--- src/rtl/prc_pkg.sv ---
// Package: register addresses, bit positions and the control-bit bundle
// shared by the reset/power-down controller modules.
package prc_pkg;

    localparam logic [7:0] ADDR_GLOBAL = 8'h0F;
    localparam logic [7:0] ADDR_PINCTL = 8'h03;
    localparam logic [7:0] ADDR_LCLK   = 8'h1D;

    localparam int GLB_RST_BIT    = 7;
    localparam int GLB_PD_BIT     = 5;
    localparam int GLB_PRIO_BIT   = 2;
    localparam int PIN_OFF_BIT    = 6;
    localparam int PIN_TFORCE_BIT = 5;
    localparam int LCLK_OFF_BIT   = 7;

    localparam int KEEP_W = 6;

    typedef struct packed {
        logic              pd_req;
        logic              pd_prio;
        logic              out_off;
        logic              tim_force;
        logic              lclk_off;
        logic [KEEP_W-1:0] keep;
    } ctrl_t;

endpackage

--- src/rtl/prc_sync.sv ---
// prc_sync: multi-flop synchroniser for one asynchronous level input.
// Assumes the input is a slow level (pin) and that STAGES >= 2.
// The flops load RST_VAL on por_n so that the pin reads as inactive.
module prc_sync #(
    parameter int   STAGES  = 2,
    parameter logic RST_VAL = 1'b1
) (
    input  logic clk,
    input  logic por_n,
    input  logic d_async,
    output logic q_sync
);

    logic [STAGES-1:0] chain;

    generate
        for (genvar s = 0; s < STAGES; s++) begin : g_stage
            // Shift the level one flop further down the chain.
            always_ff @(posedge clk) begin
                if (!por_n) begin
                    chain[s] <= RST_VAL;
                end else if (s == 0) begin
                    chain[s] <= d_async;
                end else begin
                    chain[s] <= chain[(s == 0) ? 0 : s-1];
                end
            end
        end
    endgenerate

    assign q_sync = chain[STAGES-1];

endmodule

--- src/rtl/prc_rst_seq.sv ---
// prc_rst_seq: timed reset sequencer.
// A start pulse (or a held start level) loads the down-counter. busy is
// high while the counter runs. done pulses in the first idle cycle.
// Assumes RST_CYCLES >= 2.
module prc_rst_seq #(
    parameter int RST_CYCLES = 250000
) (
    input  logic clk,
    input  logic por_n,
    input  logic start,
    output logic busy,
    output logic done
);

    localparam int CW = (RST_CYCLES > 2) ? $clog2(RST_CYCLES) : 1;
    localparam logic [CW-1:0] LOAD = CW'(RST_CYCLES - 1);

    logic [CW-1:0] cnt;
    logic          active;
    logic          done_q;

    // Load on start, count down while active, end at zero.
    always_ff @(posedge clk) begin
        if (!por_n) begin
            active <= 1'b0;
            cnt    <= '0;
            done_q <= 1'b0;
        end else if (start) begin
            active <= 1'b1;
            cnt    <= LOAD;
            done_q <= 1'b0;
        end else begin
            done_q <= active && (cnt == '0);
            if (active) begin
                if (cnt == '0) begin
                    active <= 1'b0;
                end else begin
                    cnt <= cnt - 1'b1;
                end
            end
        end
    end

    assign busy = active;
    assign done = done_q;

    // the done pulse lasts one cycle.
    a_r2_done_single: assert property (@(posedge clk) disable iff (!por_n)
        done |=> !done);

    // done marks the first cycle after busy falls.
    a_r2_done_after_busy: assert property (@(posedge clk) disable iff (!por_n)
        $fell(busy) |-> done);

endmodule

--- src/rtl/prc_regfile.sv ---
// prc_regfile: the three control registers.
// restore puts every defined-default bit back to 0 and has priority over
// a write. Keep bits are cleared only by por_n. The reset bit is never
// stored. Reads are combinational; the top registers the result.
module prc_regfile
    import prc_pkg::*;
(
    input  logic        clk,
    input  logic        por_n,
    input  logic        restore,
    input  logic        wr_en,
    input  logic [7:0]  addr,
    input  logic [7:0]  wdata,
    output ctrl_t       ctrl,
    output logic [7:0]  rdata
);

    // Defined-default bits: restore, then write.
    always_ff @(posedge clk) begin
        if (!por_n || restore) begin
            ctrl.pd_req    <= 1'b0;
            ctrl.pd_prio   <= 1'b0;
            ctrl.out_off   <= 1'b0;
            ctrl.tim_force <= 1'b0;
            ctrl.lclk_off  <= 1'b0;
        end else if (wr_en) begin
            if (addr == ADDR_GLOBAL) begin
                ctrl.pd_req  <= wdata[GLB_PD_BIT];
                ctrl.pd_prio <= wdata[GLB_PRIO_BIT];
            end
            if (addr == ADDR_PINCTL) begin
                ctrl.out_off   <= wdata[PIN_OFF_BIT];
                ctrl.tim_force <= wdata[PIN_TFORCE_BIT];
            end
            if (addr == ADDR_LCLK) begin
                ctrl.lclk_off <= wdata[LCLK_OFF_BIT];
            end
        end
    end

    // Keep bits: survive restore, cleared only at power-on.
    always_ff @(posedge clk) begin
        if (!por_n) begin
            ctrl.keep <= '0;
        end else if (wr_en && !restore && addr == ADDR_PINCTL) begin
            ctrl.keep <= {wdata[7], wdata[4:0]};
        end
    end

    // Read multiplexer.
    always_comb begin
        rdata = 8'h00;
        case (addr)
            ADDR_GLOBAL: begin
                rdata[GLB_PD_BIT]   = ctrl.pd_req;
                rdata[GLB_PRIO_BIT] = ctrl.pd_prio;
            end
            ADDR_PINCTL: begin
                rdata = {ctrl.keep[5], ctrl.out_off, ctrl.tim_force, ctrl.keep[4:0]};
            end
            ADDR_LCLK: begin
                rdata[LCLK_OFF_BIT] = ctrl.lclk_off;
            end
            default: rdata = 8'h00;
        endcase
    end

    // a restore leaves every defined-default bit at 0.
    a_r4_restore_defaults: assert property (@(posedge clk) disable iff (!por_n)
        restore |=> !ctrl.pd_req && !ctrl.pd_prio && !ctrl.out_off
                    && !ctrl.tim_force && !ctrl.lclk_off);

    // a restore never touches the keep bits.
    a_r5_keep_survives: assert property (@(posedge clk) disable iff (!por_n)
        restore |=> $stable(ctrl.keep));

endmodule

--- src/rtl/glob_pwr_rst_ctrl.sv ---
// glob_pwr_rst_ctrl: chip-wide reset and power-down controller (top).
// Combines the synchronised reset and power-down pins with the register
// bits. It drives the core clock enable, the analog low-current flag and
// the output enables, and refuses host accesses while a reset sequence
// runs. Assumes one request at a most per cycle and one response per
// request on the following cycle.
module glob_pwr_rst_ctrl
    import prc_pkg::*;
#(
    parameter int RST_CYCLES  = 250000,
    parameter int SYNC_STAGES = 2
) (
    input  logic       clk,
    input  logic       por_n,
    input  logic       ext_rst_n,
    input  logic       pin_pd_n,
    input  logic       host_req,
    input  logic       host_we,
    input  logic [7:0] host_addr,
    input  logic [7:0] host_wdata,
    output logic [7:0] host_rdata,
    output logic       host_ack,
    output logic       host_nack,
    output logic       core_clk_en,
    output logic       analog_lowpwr,
    output logic       data_oe,
    output logic       timing_oe,
    output logic       line_clk_oe,
    output logic       busy,
    output logic       rst_done
);

    logic       ext_rst_s;
    logic       pin_pd_s;
    logic       accept;
    logic       soft_rst;
    logic       seq_start;
    logic       pd_eff;
    logic [7:0] rd_mux;
    ctrl_t      ctrl;

    prc_sync #(.STAGES(SYNC_STAGES), .RST_VAL(1'b1)) u_sync_rst (
        .clk(clk), .por_n(por_n), .d_async(ext_rst_n), .q_sync(ext_rst_s));

    prc_sync #(.STAGES(SYNC_STAGES), .RST_VAL(1'b1)) u_sync_pd (
        .clk(clk), .por_n(por_n), .d_async(pin_pd_n), .q_sync(pin_pd_s));

    // A request is taken only while no sequence runs.
    assign accept    = host_req && !busy;
    assign soft_rst  = accept && host_we && (host_addr == ADDR_GLOBAL)
                       && host_wdata[GLB_RST_BIT];
    assign seq_start = soft_rst || !ext_rst_s;

    prc_rst_seq #(.RST_CYCLES(RST_CYCLES)) u_seq (
        .clk(clk), .por_n(por_n), .start(seq_start),
        .busy(busy), .done(rst_done));

    prc_regfile u_regs (
        .clk(clk), .por_n(por_n), .restore(seq_start),
        .wr_en(accept && host_we), .addr(host_addr), .wdata(host_wdata),
        .ctrl(ctrl), .rdata(rd_mux));

    // Host response: ack or nack one cycle after each request.
    always_ff @(posedge clk) begin
        if (!por_n) begin
            host_ack   <= 1'b0;
            host_nack  <= 1'b0;
            host_rdata <= 8'h00;
        end else begin
            host_ack   <= accept;
            host_nack  <= host_req && busy;
            host_rdata <= (accept && !host_we) ? rd_mux : 8'h00;
        end
    end

    // Power-down source selected by the priority bit.
    assign pd_eff        = ctrl.pd_prio ? ctrl.pd_req : !pin_pd_s;
    assign core_clk_en   = !pd_eff;
    assign analog_lowpwr = pd_eff;

    // Output driver enables.
    assign data_oe     = !ctrl.out_off;
    assign timing_oe   = !ctrl.out_off || ctrl.tim_force;
    assign line_clk_oe = !ctrl.lclk_off;

    // a request during a sequence is refused on the next cycle.
    a_r3_nack_busy: assert property (@(posedge clk) disable iff (!por_n)
        host_req && busy |=> host_nack && !host_ack);

    // the two responses never appear together.
    a_r13_resp_excl: assert property (@(posedge clk) disable iff (!por_n)
        !(host_ack && host_nack));

    // clock enable and low-current flag stay complementary.
    a_r9_lowpwr_pair: assert property (@(posedge clk) disable iff (!por_n)
        core_clk_en != analog_lowpwr);

    // the force bit keeps the timing drivers on.
    a_r11_tim_force: assert property (@(posedge clk) disable iff (!por_n)
        ctrl.tim_force |-> timing_oe);

    // the data drivers stay on while the bulk disable bit is 0.
    a_r10_data_on: assert property (@(posedge clk) disable iff (!por_n)
        !ctrl.out_off |-> data_oe);

    // the pin reset keeps the sequencer busy one cycle later.
    a_r6_pin_busy: assert property (@(posedge clk) disable iff (!por_n)
        !ext_rst_s |=> busy);

endmodule

--- config.mk ---
export PLATFORM = sky130hd
export DESIGN_NAME = glob_pwr_rst_ctrl
export DESIGN_NICKNAME = d
export VERILOG_FILES = /design/src/rtl/prc_pkg.sv /design/src/rtl/prc_sync.sv /design/src/rtl/prc_rst_seq.sv /design/src/rtl/prc_regfile.sv /design/src/rtl/glob_pwr_rst_ctrl.sv
export SDC_FILE = /design/constraint.sdc
export NUM_CORES = 1
export LEC_CHECK = 0
export BUFFER_PORTS_ARGS = -buffer_cell sky130_fd_sc_hd__buf_2
export CAP_MARGIN = 40
export CELL_PAD_IN_SITES_DETAIL_PLACEMENT = 1
export CELL_PAD_IN_SITES_GLOBAL_PLACEMENT = 1
export CORE_UTILIZATION = 45
export CTS_CLUSTER_DIAMETER = 100
export DETAILED_ROUTE_END_ITERATION = 8
export PLACE_DENSITY_LB_ADDON = 0.2
export SLEW_MARGIN = 0
export SYNTH_ARGS = -nofsm -noshare
export SYNTH_HDL_FRONTEND = slang
export SYNTH_HIERARCHICAL = 1
export SYNTH_SLANG_ARGS = --single-unit
--- constraint.sdc ---
create_clock -name clk -period 4.4 [get_ports clk]
set_input_delay 0.44 -clock clk [delete_from_list [all_inputs] [get_ports clk]]
set_output_delay 0.44 -clock clk [all_outputs]
set_load 0.01 [all_outputs]
# Yosys cells after proc, flatten, opt, wreduce, memory -nomap -nowiden
# Cells that the tools add are included.
dict set report classes {
  addsub 1
  eq_ne 4
  n_mux 10
  bitwise_logic 2
  n_reduce_logical 31
}
# op n
set op_table {}
lappend op_table {{two-way mux 18 bit} 3}
lappend op_table {{zero test 18 bit} 1}
lappend op_table {{subtractor 18 x 1 -> 18 bit (second input constant)} 1}
lappend op_table {{AND reduction 2 bit} 6}
lappend op_table {{logical AND 1 bit} 9}
lappend op_table {{zero test 1 bit} 9}
lappend op_table {{== test 8 x 2 -> 1 bit (second input constant)} 1}
lappend op_table {{== test 8 x 4 -> 1 bit (second input constant)} 1}
lappend op_table {{== test 8 x 5 -> 1 bit (second input constant)} 1}
lappend op_table {{case mux 1 bit (2 select lines)} 3}
lappend op_table {{two-way mux 1 bit} 4}
lappend op_table {{logical OR 1 bit} 3}
lappend op_table {{AND reduction 3 bit} 1}
lappend op_table {{!= test 2 x 1 -> 1 bit (second input constant)} 1}
lappend op_table {{NOT 1 bit} 2}
lappend op_table {{nonzero test 2 bit} 1}
lappend op_table {{OR reduction 2 bit} 1}
dict set report word_totals {
  register_bits 45
  inputBits 22
  wordCells 66
}

# Longest topological paths before layout
# Gate-level depths: netlist of the first run.
dict set report logic_depth {
  word_depth 9
  mapped_depth 7
}

# By module
# The synthesis of the first run kept the hierarchy.
# module n_inst cells_each area_per_inst_um2 seq_area_each_um2
set by_module_without_submodules {}
lappend by_module_without_submodules {prc_rst_seq 1 118 1039.7 400.4}
lappend by_module_without_submodules {prc_regfile 1 67 608.1 220.2}
lappend by_module_without_submodules {glob_pwr_rst_ctrl 1 33 370.4 200.2}
lappend by_module_without_submodules {prc_sync 2 4 52.6 40.0}

# Worst setup path after synthesis of the first run
# No wires, ideal clock.
dict set report synth_path {
  kind {flip-flop to flip-flop}
  from {reg u_seq.active (netlist: u_seq/busy)}
  to {reg u_seq.cnt[15]}
  setup_time_ps 75
  arrival_ps 2043
  slack_ps 2282
  path_stages_with_launch 6
  n_path_buf 1
  period_less_slack_ps 2118
  path_cell_list {dfxtp_1 -> or3b_1 -> or4_1 -> buf_2 -> or4_1 -> a31oi_1}
}
dict set report synth_between {
  elab_chain_cells 8
  elab_cells_between_ends 10
}
# element line
set synth_rtl {}
lappend synth_rtl {{start, declared} prc_rst_seq.sv:19} ;# logic active;
lappend synth_rtl {{start signal, assigned} prc_rst_seq.sv:25} ;# active <= 1'b0;
lappend synth_rtl {{start signal, assigned} prc_rst_seq.sv:29} ;# active <= 1'b1;
lappend synth_rtl {{start signal, assigned} prc_rst_seq.sv:36} ;# active <= 1'b0;
lappend synth_rtl {{zero test 1 bit} glob_pwr_rst_ctrl.sv:49} ;# assign accept = host_req && !busy;
lappend synth_rtl {{logical AND 1 bit} glob_pwr_rst_ctrl.sv:49}
lappend synth_rtl {{logical AND 1 bit (2 in a row)} glob_pwr_rst_ctrl.sv:50} ;# assign soft_rst = accept && host_we && (host_addr == ADDR_GLOBAL)
lappend synth_rtl {{logical AND 1 bit} glob_pwr_rst_ctrl.sv:51} ;# && host_wdata[GLB_RST_BIT];
lappend synth_rtl {{logical OR 1 bit} glob_pwr_rst_ctrl.sv:52} ;# assign seq_start = soft_rst || !ext_rst_s;
lappend synth_rtl {{!= test 2 x 1 -> 1 bit (no line) or nonzero test 2 bit (tied branches)} -}
lappend synth_rtl {{AND reduction 2 bit (no line)} -}
lappend synth_rtl {{end signal, assigned} prc_rst_seq.sv:38} ;# cnt <= cnt - 1'b1;
lappend synth_rtl {{end, declared} prc_rst_seq.sv:18} ;# logic [CW-1:0] cnt;
# Several ways; a longest one is shown, not always the timed one.
# A chain may end at the register's enable or synchronous reset.

# Final worst setup path of the first run
dict set report layout_path {
  from {reg u_seq.cnt[0]}
  to {reg u_seq.cnt[1]}
}
dict set report layout_between {
  elab_chain_cells 4
  elab_cells_between_ends 7
}
# element line
set layout_rtl {}
lappend layout_rtl {{subtractor 18 x 1 -> 18 bit} prc_rst_seq.sv:38}
lappend layout_rtl {{two-way mux 18 bit} prc_rst_seq.sv:35} ;# if (cnt == '0) begin
lappend layout_rtl {{two-way mux 18 bit} prc_rst_seq.sv:34} ;# if (active) begin
lappend layout_rtl {{two-way mux 18 bit} prc_rst_seq.sv:28} ;# end else if (start) begin
# Several ways; a longest one is shown, not always the timed one. The select of a mux whose other input is x is not followed.

==> results of run 1 <==
[kinds of logic (layout without fill, tap and decap cells)]
logic type / count (synthesis) / after routing / synth area share
simple gates: 110 / 110 / 0.334
flops: 45 / 45 / 0.424
compound gates: 35 / 35 / 0.117
mux: 17 / 17 / 0.0807
buf+inv: 17 / 55 / 0.0330
fa+ha+maj: 2 / 2 / 0.0118
[worst register-to-register path: stages, from the launching register on]
cell and delay, ps:
sky130_fd_sc_hd__dfxtp_1 360, sky130_fd_sc_hd__inv_1 100, sky130_fd_sc_hd__ha_1 140, sky130_fd_sc_hd__or3b_2 490
sky130_fd_sc_hd__nor3b_2 790, sky130_fd_sc_hd__a21boi_0 300, sky130_fd_sc_hd__o311a_1 350
[metal layers]
metal  share of wire  up-vias
met5               0        -
met4           0.014        0
met3           0.036        7
met2            0.45       35
met1            0.50      870
li1                -      910
[placed cells by master (no fill, tap or decap), drive strengths merged, types with 2 or more instances in the layout]
master,n
and3b,2
nand3,3
and3,10
or3b,3
o21ai,4
a211oi,2
and2,8
nor4,7
and4bb,2
nor2b,2
a22oi,2
nor4bb,2
a21oi,4
buf,39
mux2i,16
or2,6
nand2,29
clkbuf,7
or4,10
inv,6
nand4b,2
nor3,3
a2111oi,3
a31oi,6
nor2,5
clkinv,2
nand2b,6
o31ai,7
nor3b,2
or3,6
ha,2
dfxtp,45
[final timing paths]
| check | from | endpoint | slack [ps] | cells after the start |
|---|---|---|---|---|
| setup reg to reg | u_seq/cnt[0] | u_seq/cnt[1] | 1770 | 6 |
| setup / recovery | u_seq/cnt[0] | u_seq/cnt[1] | 1770 | 6 |
| hold / removal | ext_rst_n | u_sync_rst/chain[0] | 330 | 2 |
| hold reg to reg | u_sync_rst/chain[0] | u_sync_rst/q_sync | 410 | 1 |
[where the power goes]
part	switching (mW)	internal [mW]	total [mW]	leakage [nW]
Clock	0.137	0.113	0.249	0.0385
Combinational	0.0939	0.0583	0.152	0.690
Sequential	0.0170	0.424	0.441	0.366
Total	0.247	0.595	0.842	1.09
[stage by stage]
stage / hold slack, ps / setup slack, ps
after detailed placement: 394 / 1850
after floorplan: 386 / 2280
final: 330 / 1770
after CTS: 323 / 1820
after global routing: 314 / 1540
after global placement: 395 / 1950
[flip-flops by register name (all words and copies together) (netlist names)]
name,count
u_regs/ctrl,11
host_nack,1
u_sync_pd/q_sync,1
u_seq/cnt,18
u_sync_rst/q_sync,1
u_sync_rst/chain,1
u_seq/busy,1
host_ack,1
u_seq/done,1
u_sync_pd/chain,1
host_rdata,8
[area by class of cell]
cell class	instances	share of cell area
multi-input cells	164	0.474
flip-flops and latches	45	0.371
repair buffers	39	0.0814
clock buffers	7	0.0314
well taps	52	0.0268
inverters	8	0.0124
clock inverters	1	0.00309
==> tab_implementation.tex, run 1 <==
\begin{tabular}{lr}
\hline
Metric & Value \\
\hline
\multicolumn{2}{l}{\textbf{Global routing}} \\
GR Util met3 & 0.0427 \\
Largest net degree at the start of global routing & 26 \\
Tot GR Track Use & 0.209 \\
Met1 global-route usage & 0.277 \\
Met2 Use GR & 0.338 \\
Layer carrying the most global-route usage & met2 \\
Vias in the first global route & 1860 \\
First-pass GRT wire length & approximately 8.4 mm \\
Antenna violations before repair & 0 \\
Final global-route overflow total & 0 \\
\multicolumn{2}{l}{\textbf{Clock network}} \\
Clock tree from TritonCTS & yes \\
Sinks on Clock Net & 45 \\
Number of buffers added for setup after CTS & 0 \\
Clock insertion delay at the later pin of the skew report & approximately 300 ps \\
Clock slew seen by the registers of the worst setup and hold paths & roughly 90 ps \\
Clock root buffer & sky130\_fd\_sc\_hd\_\_clkbuf\_8 \\
TritonCTS buffer count & 5 \\
Number of buffers on the longest clock path & 2 \\
H-Tree Depth & 2 \\
\# resized after CTS & 0 \\
Count of hold buffers inserted by post-cts repair & 0 \\
\multicolumn{2}{l}{\textbf{Timing}} \\
Setup repair after global routing missed its margin & no \\
Final min period & 2630 ps \\
Slew Limit Fails & 0 \\
Hold violation total from the final report & 0 \\
Part of the cycle the worst path needs & 0.598 \\
Worst Max-Slew Pin Slew & 958 ps \\
Highest clock rate & $\sim$0.38 GHz \\
Count of final setup violators & 0 \\
Rel. slew slack & 0.358 \\
Worst Skew & approximately 9.0 ps \\
Fin Setup TNS & 0 ps \\
\multicolumn{2}{l}{\textbf{Worst setup path}} \\
Worst EP arrival & $\sim$2800 ps \\
Count of buffering cells on the critical path with inverters included & 1 \\
Kind of capture point of the worst setup path & flip-flop \\
Critical path cell sequence & inv\_1, ha\_1, or3b\_2, nor3b\_2, a21boi\_0, o311a\_1 \\
Worst Path Required & between 4000 and 5000 ps \\
Crit-path max cell delay & 790 ps \\
Cell family contributing the most delay on the critical path & simple AND/OR/NAND/NOR gates \\
Crit Path Class & flip-flop to flip-flop \\
Largest driver fanout on the critical path & 19 \\
Slowest cell on crit path & sky130\_fd\_sc\_hd\_\_nor3b\_2 \\
Nature of the critical path startpoint & flip-flop \\
\multicolumn{2}{l}{\textbf{Cells and area}} \\
Area of all sequential standard cells & about 900 um2 \\
Final design instance area without fill & approximately 2400 um2 \\
Layout Cells excl Fill & between 300 and 400 \\
Total area of multi-input combinational cells & roughly 1200 um2 \\
Final net count & about 290 \\
Fill cell instance count of the final layout & 550 \\
Fraction of final layout cells sized beyond drive strength 1 & 0.250 \\
Relative area change from synthesis to final layout & 14.4\% \\
Antenna diode count & 0 \\
Fraction of the core area covered by cells at the end of the flow & 0.547 \\
\multicolumn{2}{l}{\textbf{Detailed routing}} \\
Vias after detailed routing & 1822 \\
Ratio of routed vias to standard cells & approximately 5.8 \\
Remaining antenna violation count & 0 \\
Wire length per cell & roughly 15 um \\
Pre-antenna DRT Iters & 6 \\
Iteration-0 DRC Markers & between 90 and 100 \\
Total length of routed wires & about 4.8 mm \\
Drt drc & 4 \\
\multicolumn{2}{l}{\textbf{Yosys}} \\
Largest cells by area after synthesis & sky130\_fd\_sc\_hd\_\_dfxtp\_1 (42\%), sky130\_fd\_sc\_hd\_\_mux2i\_1 (7.5\%), sky130\_fd\_sc\_hd\_\_nand2\_1 (5.1\%) \\
Fraction of the yosys area taken by sequential cells & 0.424 \\
Area share of the leading cell type in the synthesized netlist & 0.424 \\
Number of synthesized flops with an enable pin & 0 \\
Top FF cell, synth & sky130\_fd\_sc\_hd\_\_dfxtp\_1 \\
Average instance area after synthesis & 9.40 um2 \\
Register bit count reported by yosys & 45 \\
Gate count of the mapped netlist & 226 \\
Most repeated cell in the gate-level netlist after synthesis & sky130\_fd\_sc\_hd\_\_dfxtp\_1 \\
Synthesized area & around 2100 um2 \\
Fraction of synthesis flops using an asynchronous set or reset pin & 0 \\
Net count of the mapped netlist & 250 \\
Count of cell types in the netlist & a little under 50 \\
Cell type with the highest aggregate area in the netlist & sky130\_fd\_sc\_hd\_\_dfxtp\_1 \\
Most frequent cells after synthesis & sky130\_fd\_sc\_hd\_\_dfxtp\_1 (45), sky130\_fd\_sc\_hd\_\_nand2\_1 (29), sky130\_fd\_sc\_hd\_\_mux2i\_1 (16), sky130\_fd\_sc\_hd\_\_or4\_1 (10), sky130\_fd\_sc\_hd\_\_and2\_1 (8) \\
Number of warnings printed during yosys synthesis & 6 \\
\multicolumn{2}{l}{\textbf{Floorplanning}} \\
Die outline height & just over 70 um \\
Starting density of the core & 0.478 \\
Ports placed on the boundary & 39 \\
X dimension of the die & 70.7 um \\
Row cnt & 24 \\
Floorplan die area & $\sim$5000 um2 \\
Placeable Area & between 4000 and 5000 um2 \\
\multicolumn{2}{l}{\textbf{Placement}} \\
Placer Congestion & 0.828 \\
Dpl cell area & approximately 2300 um2 \\
Total half-perimeter wirelength after legalization and detailed placement & 3.61 mm \\
Count of placed standard cells including taps & a little over 300 \\
Number of buffer cells added on primary ports & 38 \\
\multicolumn{2}{l}{\textbf{Outcome}} \\
Violations in the final reports & design-rule violations \\
Result of the run & finished, violations left \\
\multicolumn{2}{l}{\textbf{Flow run}} \\
Max-cap violations & 0 \\
\multicolumn{2}{l}{\textbf{Min path}} \\
Worst hold-check path type & input port to flip-flop \\
\multicolumn{2}{l}{\textbf{Power}} \\
Power density cells & 347 nW/um2 \\
Tot Pwr & 0.842 mW \\
Max VDD drop & approximately 170 uV \\
Static leakage & approximately 1.1 nW \\
\hline
\end{tabular}
No activity file was read; power rests on OpenSTA's default activity.
==> run 2, diff against run 1 <==
CORE_UTILIZATION = 37   (was 45)
clock period = 2.42 ns   (was 4.4 ns; I/O delays follow)
==> tab_implementation.tex, run 2 (synthesis gave the netlist of run 1 again) <==
\begin{tabular}{lr}
\hline
Metric & Value \\
\hline
\multicolumn{2}{l}{\textbf{Timing}} \\
Final min period & 2270 ps (was 2630 ps) \\
Part of the cycle the worst path needs & 0.938 (was 0.598) \\
Worst Max-Slew Pin Slew & 561 ps (was 958 ps) \\
Hold Worst Slack & 124 ps (was 330 ps) \\
Slew Limit Fails & 0 (unchanged) \\
Worst Skew & 7.62 ps (was 9.04 ps) \\
Hold violation total from the final report & 0 (unchanged) \\
Count of final setup violators & 0 (unchanged) \\
Highest clock rate & 0.440 GHz (was 0.380 GHz) \\
Setup repair after global routing missed its margin & no (unchanged) \\
Rel. slew slack & 0.623 (was 0.358) \\
Fin Setup TNS & 0 ps (unchanged) \\
\multicolumn{2}{l}{\textbf{Cells and area}} \\
Relative area change from synthesis to final layout & 21.2\% (was 14.4\%) \\
Most used cells in the layout excluding fill and tap cells & sky130\_fd\_sc\_hd\_\_dfxtp\_1 (45), sky130\_fd\_sc\_hd\_\_buf\_2 (38), sky130\_fd\_sc\_hd\_\_nand2\_1 (29) (unchanged) \\
Final net count & 296 (was 287) \\
Final design instance area without fill & 2570 um2 (was 2430 um2) \\
Layout Cells excl Fill & 345 (was 316) \\
Fraction of final layout cells sized beyond drive strength 1 & 0.282 (was 0.250) \\
Leading cell type in the layout, fill and taps excluded & sky130\_fd\_sc\_hd\_\_dfxtp\_1 (unchanged) \\
Antenna diode count & 0 (unchanged) \\
Registers with the most flip-flops & u\_seq/cnt (18), u\_regs/ctrl (11), host\_rdata (8) (unchanged) \\
Largest register by flop count & u\_seq/cnt (unchanged) \\
Flip-flop count of the largest register, all copies and words added & 18 (unchanged) \\
Fill cell instance count of the final layout & 671 (was 550) \\
\multicolumn{2}{l}{\textbf{Floorplanning}} \\
Floorplan die area & 6050 um2 (was 5000 um2) \\
Starting density of the core & 0.386 (was 0.478) \\
Row cnt & 27 (was 24) \\
Placeable Area & 5510 um2 (was 4440 um2) \\
X dimension of the die & 77.8 um (was 70.7 um) \\
Die outline height & 77.8 um (was 70.7 um) \\
Ports placed on the boundary & 39 (unchanged) \\
\multicolumn{2}{l}{\textbf{Detailed routing}} \\
Remaining antenna violation count & 0 (unchanged) \\
Vias after detailed routing & 1844 (was 1822) \\
Wire length per cell & 14.3 um (was 15.3 um) \\
Iteration-0 DRC Markers & 30 (was 93) \\
Drt drc & 0 (was 4) \\
Pre-antenna DRT Iters & 4 (was 6) \\
Total length of routed wires & 4.92 mm (was 4.84 mm) \\
Ratio of routed vias to standard cells & 5.34 (was 5.77) \\
\multicolumn{2}{l}{\textbf{Worst setup path}} \\
Worst EP arrival & 2500 ps (was 2820 ps) \\
Worst Path Required & 2650 ps (was 4590 ps) \\
Crit Path Class & flip-flop to flip-flop (unchanged) \\
Nature of the critical path startpoint & flip-flop (unchanged) \\
Kind of capture point of the worst setup path & flip-flop (unchanged) \\
Largest driver fanout on the critical path & 10 (was 19) \\
\multicolumn{2}{l}{\textbf{Clock network}} \\
Clock root buffer & sky130\_fd\_sc\_hd\_\_clkbuf\_8 (unchanged) \\
Clock tree from TritonCTS & yes (unchanged) \\
Sinks on Clock Net & 45 (unchanged) \\
Count of hold buffers inserted by post-cts repair & 0 (unchanged) \\
TritonCTS buffer count & 5 (unchanged) \\
\# resized after CTS & 0 (unchanged) \\
Number of buffers on the longest clock path & 2 (unchanged) \\
Clock insertion delay at the later pin of the skew report & 300 ps (about the same) \\
Clock slew seen by the registers of the worst setup and hold paths & 90 ps (about the same) \\
Number of buffers added for setup after CTS & 0 (unchanged) \\
H-Tree Depth & 2 (unchanged) \\
\multicolumn{2}{l}{\textbf{Global routing}} \\
First-pass GRT wire length & 8.44 mm (was 8.39 mm) \\
Tot GR Track Use & 0.177 (was 0.209) \\
Final global-route overflow total & 0 (unchanged) \\
Antenna violations before repair & 0 (unchanged) \\
Largest net degree at the start of global routing & 15 (was 26) \\
Vias in the first global route & 1784 (was 1860) \\
\multicolumn{2}{l}{\textbf{Outcome}} \\
Result of the run & finished clean (was finished, violations left) \\
\multicolumn{2}{l}{\textbf{Placement}} \\
Dpl cell area & 2440 um2 (was 2350 um2) \\
Placer Congestion & 0.796 (was 0.828) \\
Count of placed standard cells including taps & 337 (was 308) \\
Total half-perimeter wirelength after legalization and detailed placement & 3.68 mm (was 3.61 mm) \\
Number of buffer cells added on primary ports & 38 (unchanged) \\
\multicolumn{2}{l}{\textbf{Power}} \\
Max VDD drop & 304 uV (was 173 uV) \\
Power density cells & 691 nW/um2 (was 347 nW/um2) \\
Tot Pwr & 1.78 mW (was 0.842 mW) \\
Static leakage & 1.17 nW (was 1.09 nW) \\
\multicolumn{2}{l}{\textbf{Min path}} \\
Worst hold-check path type & input port to flip-flop (unchanged) \\
\multicolumn{2}{l}{\textbf{Flow run}} \\
Max-cap violations & 0 (unchanged) \\
\hline
\end{tabular}
[run 2: final timing paths]
kind / startpoint / to / slack [ps] / cells past startpoint
max: u_seq/cnt[2] / u_seq/cnt[12] / 150 / 4
min: pin_pd_n / u_sync_pd/chain[0] / 120 / 2
max reg2reg: u_seq/cnt[2] / u_seq/cnt[12] / 150 / 4
min reg2reg: u_sync_rst/chain[0] / u_sync_rst/q_sync / 410 / 1
[run 2: critical path, cell delays in order, from the launching register on]
cell,delay (ps)
sky130_fd_sc_hd__dfxtp_1,340
sky130_fd_sc_hd__or3_1,440
sky130_fd_sc_hd__or4_1,670
sky130_fd_sc_hd__or4_1,570
sky130_fd_sc_hd__a31oi_1,190
[run 2: cell type report]
class | instances | area, um2 | area share
multi-input combinational | 164 | 1150 | 0.448
sequential | 45 | 901 | 0.350
timing repair buffer | 48 | 265 | 0.103
tap | 72 | 90.1 | 0.0350
clock buffer | 5 | 68.8 | 0.0268
clock inverter | 3 | 65.1 | 0.0253
inverter | 8 | 30.0 | 0.0117
[run 2: routing by layer]
metal  up-vias  wire length [um]  track usage  part of all wire
met5         -                 0            0                 0
met4         0                68       0.0623             0.014
met3         7               150       0.0353             0.030
met2        26              2390        0.307              0.48
met1       881              2320        0.216              0.47
li1        930                 -            -                 -
[run 2: report_power, final]
| part | switching (mW) | leakage (nW) | internal [mW] |
|---|---|---|---|
| Sequential | 0.0278 | 0.366 | 0.771 |
| Clock | 0.262 | 0.0681 | 0.410 |
| Combinational | 0.180 | 0.734 | 0.128 |
[run 2: stage by stage]
| stage | setup slack [ps] | utilization |
|---|---|---|
| 3_5_place_dp | 168 | 0.443 |
| 6_report | 149 | 0.467 |
| 2_1_floorplan | 302 | - |
| 4_1_cts | 151 | 0.467 |
| 3_3_place_gp | 253 | 0.443 |
| 5_1_grt | 53.7 | 0.467 |
==> run 3, diff against run 2 <==
SETUP_SLACK_MARGIN = 0.3   (was default)
==> tab_implementation.tex, run 3 (synthesis gave the netlist of run 1 again) <==
\begin{tabular}{lr}
\hline
Metric & Value \\
\hline
\multicolumn{2}{l}{\textbf{Detailed routing}} \\
Drt drc & 0 (unchanged) \\
Iteration-0 DRC Markers & 24 (was 30) \\
Pre-antenna DRT Iters & 4 (unchanged) \\
Ratio of routed vias to standard cells & 5.34 (about the same) \\
Total length of routed wires & 4.97 mm (was 4.92 mm) \\
Wire length per cell & 14.3 um (about the same) \\
Remaining antenna violation count & 0 (unchanged) \\
Vias after detailed routing & 1859 (was 1844) \\
\multicolumn{2}{l}{\textbf{Timing}} \\
Min setup slack post-route & 332 ps (was 149 ps) \\
Hold Worst Slack & 127 ps (was 124 ps) \\
Final min period & 2090 ps (was 2270 ps) \\
Hold violation total from the final report & 0 (unchanged) \\
Slew Limit Fails & 0 (unchanged) \\
Setup repair after global routing missed its margin & no (unchanged) \\
Fin Setup TNS & 0 ps (unchanged) \\
Count of final setup violators & 0 (unchanged) \\
Worst Skew & 7.86 ps (was 7.62 ps) \\
Worst Max-Slew Pin Slew & 564 ps (was 561 ps) \\
Part of the cycle the worst path needs & 0.863 (was 0.938) \\
Rel. slew slack & 0.621 (was 0.623) \\
Highest clock rate & 0.479 GHz (was 0.440 GHz) \\
\multicolumn{2}{l}{\textbf{Clock network}} \\
TritonCTS buffer count & 5 (unchanged) \\
Count of hold buffers inserted by post-cts repair & 0 (unchanged) \\
Clock tree from TritonCTS & yes (unchanged) \\
Clock insertion delay at the later pin of the skew report & 300 ps (about the same) \\
Clock slew seen by the registers of the worst setup and hold paths & 90 ps (about the same) \\
Number of buffers on the longest clock path & 2 (unchanged) \\
Clock root buffer & sky130\_fd\_sc\_hd\_\_clkbuf\_8 (unchanged) \\
Sinks on Clock Net & 45 (unchanged) \\
H-Tree Depth & 2 (unchanged) \\
\multicolumn{2}{l}{\textbf{Cells and area}} \\
Fraction of final layout cells sized beyond drive strength 1 & 0.308 (was 0.282) \\
Antenna diode count & 0 (unchanged) \\
Most used cells in the layout excluding fill and tap cells & sky130\_fd\_sc\_hd\_\_dfxtp\_1 (44), sky130\_fd\_sc\_hd\_\_buf\_2 (38), sky130\_fd\_sc\_hd\_\_nand2\_1 (29) (was sky130\_fd\_sc\_hd\_\_dfxtp\_1 (45), sky130\_fd\_sc\_hd\_\_buf\_2 (38), sky130\_fd\_sc\_hd\_\_nand2\_1 (29)) \\
Leading cell type in the layout, fill and taps excluded & sky130\_fd\_sc\_hd\_\_dfxtp\_1 (unchanged) \\
Relative area change from synthesis to final layout & 23.5\% (was 21.2\%) \\
Largest register by flop count & u\_seq/cnt (unchanged) \\
Final net count & 299 (was 296) \\
Registers with the most flip-flops & u\_seq/cnt (18), u\_regs/ctrl (11), host\_rdata (8) (unchanged) \\
Flip-flop count of the largest register, all copies and words added & 18 (unchanged) \\
Fraction of the core area covered by cells at the end of the flow & 0.476 (was 0.467) \\
\multicolumn{2}{l}{\textbf{Floorplanning}} \\
Die outline height & 77.8 um (unchanged) \\
X dimension of the die & 77.8 um (unchanged) \\
Starting density of the core & 0.386 (unchanged) \\
Placeable Area & 5510 um2 (unchanged) \\
Row cnt & 27 (unchanged) \\
Floorplan die area & 6050 um2 (unchanged) \\
Ports placed on the boundary & 39 (unchanged) \\
\multicolumn{2}{l}{\textbf{Global routing}} \\
Vias in the first global route & 1784 (unchanged) \\
Largest net degree at the start of global routing & 15 (unchanged) \\
First-pass GRT wire length & 8.44 mm (unchanged) \\
Antenna violations before repair & 0 (unchanged) \\
Final global-route overflow total & 0 (unchanged) \\
Tot GR Track Use & 0.177 (about the same) \\
\multicolumn{2}{l}{\textbf{Worst setup path}} \\
Cell family contributing the most delay on the critical path & simple AND/OR/NAND/NOR gates (unchanged) \\
Count of buffering cells on the critical path with inverters included & 0 (unchanged) \\
Total number of cells along the worst setup path & 4 (unchanged) \\
Crit-path max cell delay & 570 ps (was 670 ps) \\
Worst Path Required & 2650 ps (about the same) \\
Worst EP arrival & 2320 ps (was 2500 ps) \\
Crit Path Class & flip-flop to flip-flop (unchanged) \\
Nature of the critical path startpoint & flip-flop (unchanged) \\
Slowest cell on crit path & sky130\_fd\_sc\_hd\_\_or4\_4 (was sky130\_fd\_sc\_hd\_\_or4\_1) \\
Largest driver fanout on the critical path & 7 (was 10) \\
Kind of capture point of the worst setup path & flip-flop (unchanged) \\
Critical path cell sequence & or3\_4, or4\_4, or4\_1, a31oi\_1 (was or3\_1, or4\_1, or4\_1, a31oi\_1) \\
Logic depth of the worst register-to-register path & 4 (unchanged) \\
\multicolumn{2}{l}{\textbf{Min path}} \\
Min-Delay Path Depth & 2 (unchanged) \\
Worst hold-check path type & input port to flip-flop (unchanged) \\
\multicolumn{2}{l}{\textbf{Power}} \\
Combinational fraction of design power & 0.190 (was 0.173) \\
Max VDD drop & 306 uV (was 304 uV) \\
Static leakage & 1.19 nW (was 1.17 nW) \\
Switching part of the total power & 0.263 (was 0.264) \\
Power density cells & 694 nW/um2 (was 691 nW/um2) \\
Power dissipated by switching net loads & 0.479 mW (was 0.470 mW) \\
Reg power frac & 0.440 (was 0.449) \\
Total internal power & 1.34 mW (was 1.31 mW) \\
Tot Pwr & 1.82 mW (was 1.78 mW) \\
Clock power share & 0.370 (was 0.378) \\
\multicolumn{2}{l}{\textbf{Flow run}} \\
Max-cap violations & 0 (unchanged) \\
\multicolumn{2}{l}{\textbf{Placement}} \\
Total half-perimeter wirelength after legalization and detailed placement & 3.68 mm (unchanged) \\
Number of buffer cells added on primary ports & 38 (unchanged) \\
Placer Congestion & 0.796 (unchanged) \\
Post-place setup slack & 168 ps (unchanged) \\
\multicolumn{2}{l}{\textbf{Outcome}} \\
Result of the run & finished clean (unchanged) \\
\hline
\end{tabular}
## run 3: cell types whose count changed in the layout (fill, tap and decap cells not counted), sizes merged
cell	change
buf	+3
## run 3: routing by layer
metal / part of all wire / wire [um] / GRT usage
met1: 0.47 / 2330 / 0.217
met5: 0 / 0 / 0
met3: 0.035 / 172 / 0.0353
met2: 0.48 / 2380 / 0.304
met4: 0.017 / 82 / 0.0679
## run 3: per-stage QoR
| step | cell area (um2) | std cells |
|---|---|---|
| after global placement | 2440 | 337 |
| after floorplan | 2120 | 226 |
| after detailed placement | 2440 | 337 |
| after global routing | 2620 | 348 |
| final | 2620 | 348 |
| after CTS | 2590 | 345 |
## run 3: power groups by stage
stage               logic (mW)  registers (mW)  clock network, mW
floorplan                0.201           0.810                  0
global placement         0.300           0.813                  0
global route             0.384           0.805              0.713
detailed placement       0.308           0.815                  0
finish                   0.346           0.800              0.672
CTS                      0.327           0.799              0.692
## run 3: area by class of cell
cell class	count	area, um2
inverter	8	30.0
sequential	45	902
clock buffer	5	68.8
tap	72	90.1
timing repair buffer	51	288
multi-input combinational	164	1180
clock inverter	3	65.1
fill	667	2890
## run 3: worst paths after layout
check                           slack (ps)           startpoint            endpoint
worst max-delay path                   330         u_seq/cnt[2]       u_seq/cnt[14]
worst max register to register         330         u_seq/cnt[2]       u_seq/cnt[14]
worst min-delay path                   130             pin_pd_n  u_sync_pd/chain[0]
worst min register to register         410  u_sync_rst/chain[0]   u_sync_rst/q_sync
## run 3: timing repair
| action | 4_1_cts | 5_1_grt |
|---|---|---|
| endpoints found under the hold margin | 0 | 0 |
| setup buffers | 0 | 3 |
| pin swaps | 0 | 4 |
| cloned | 0 | 0 |
| setup endpoints to repair | 9 | 9 |
| resized for setup | 5 | 3 |
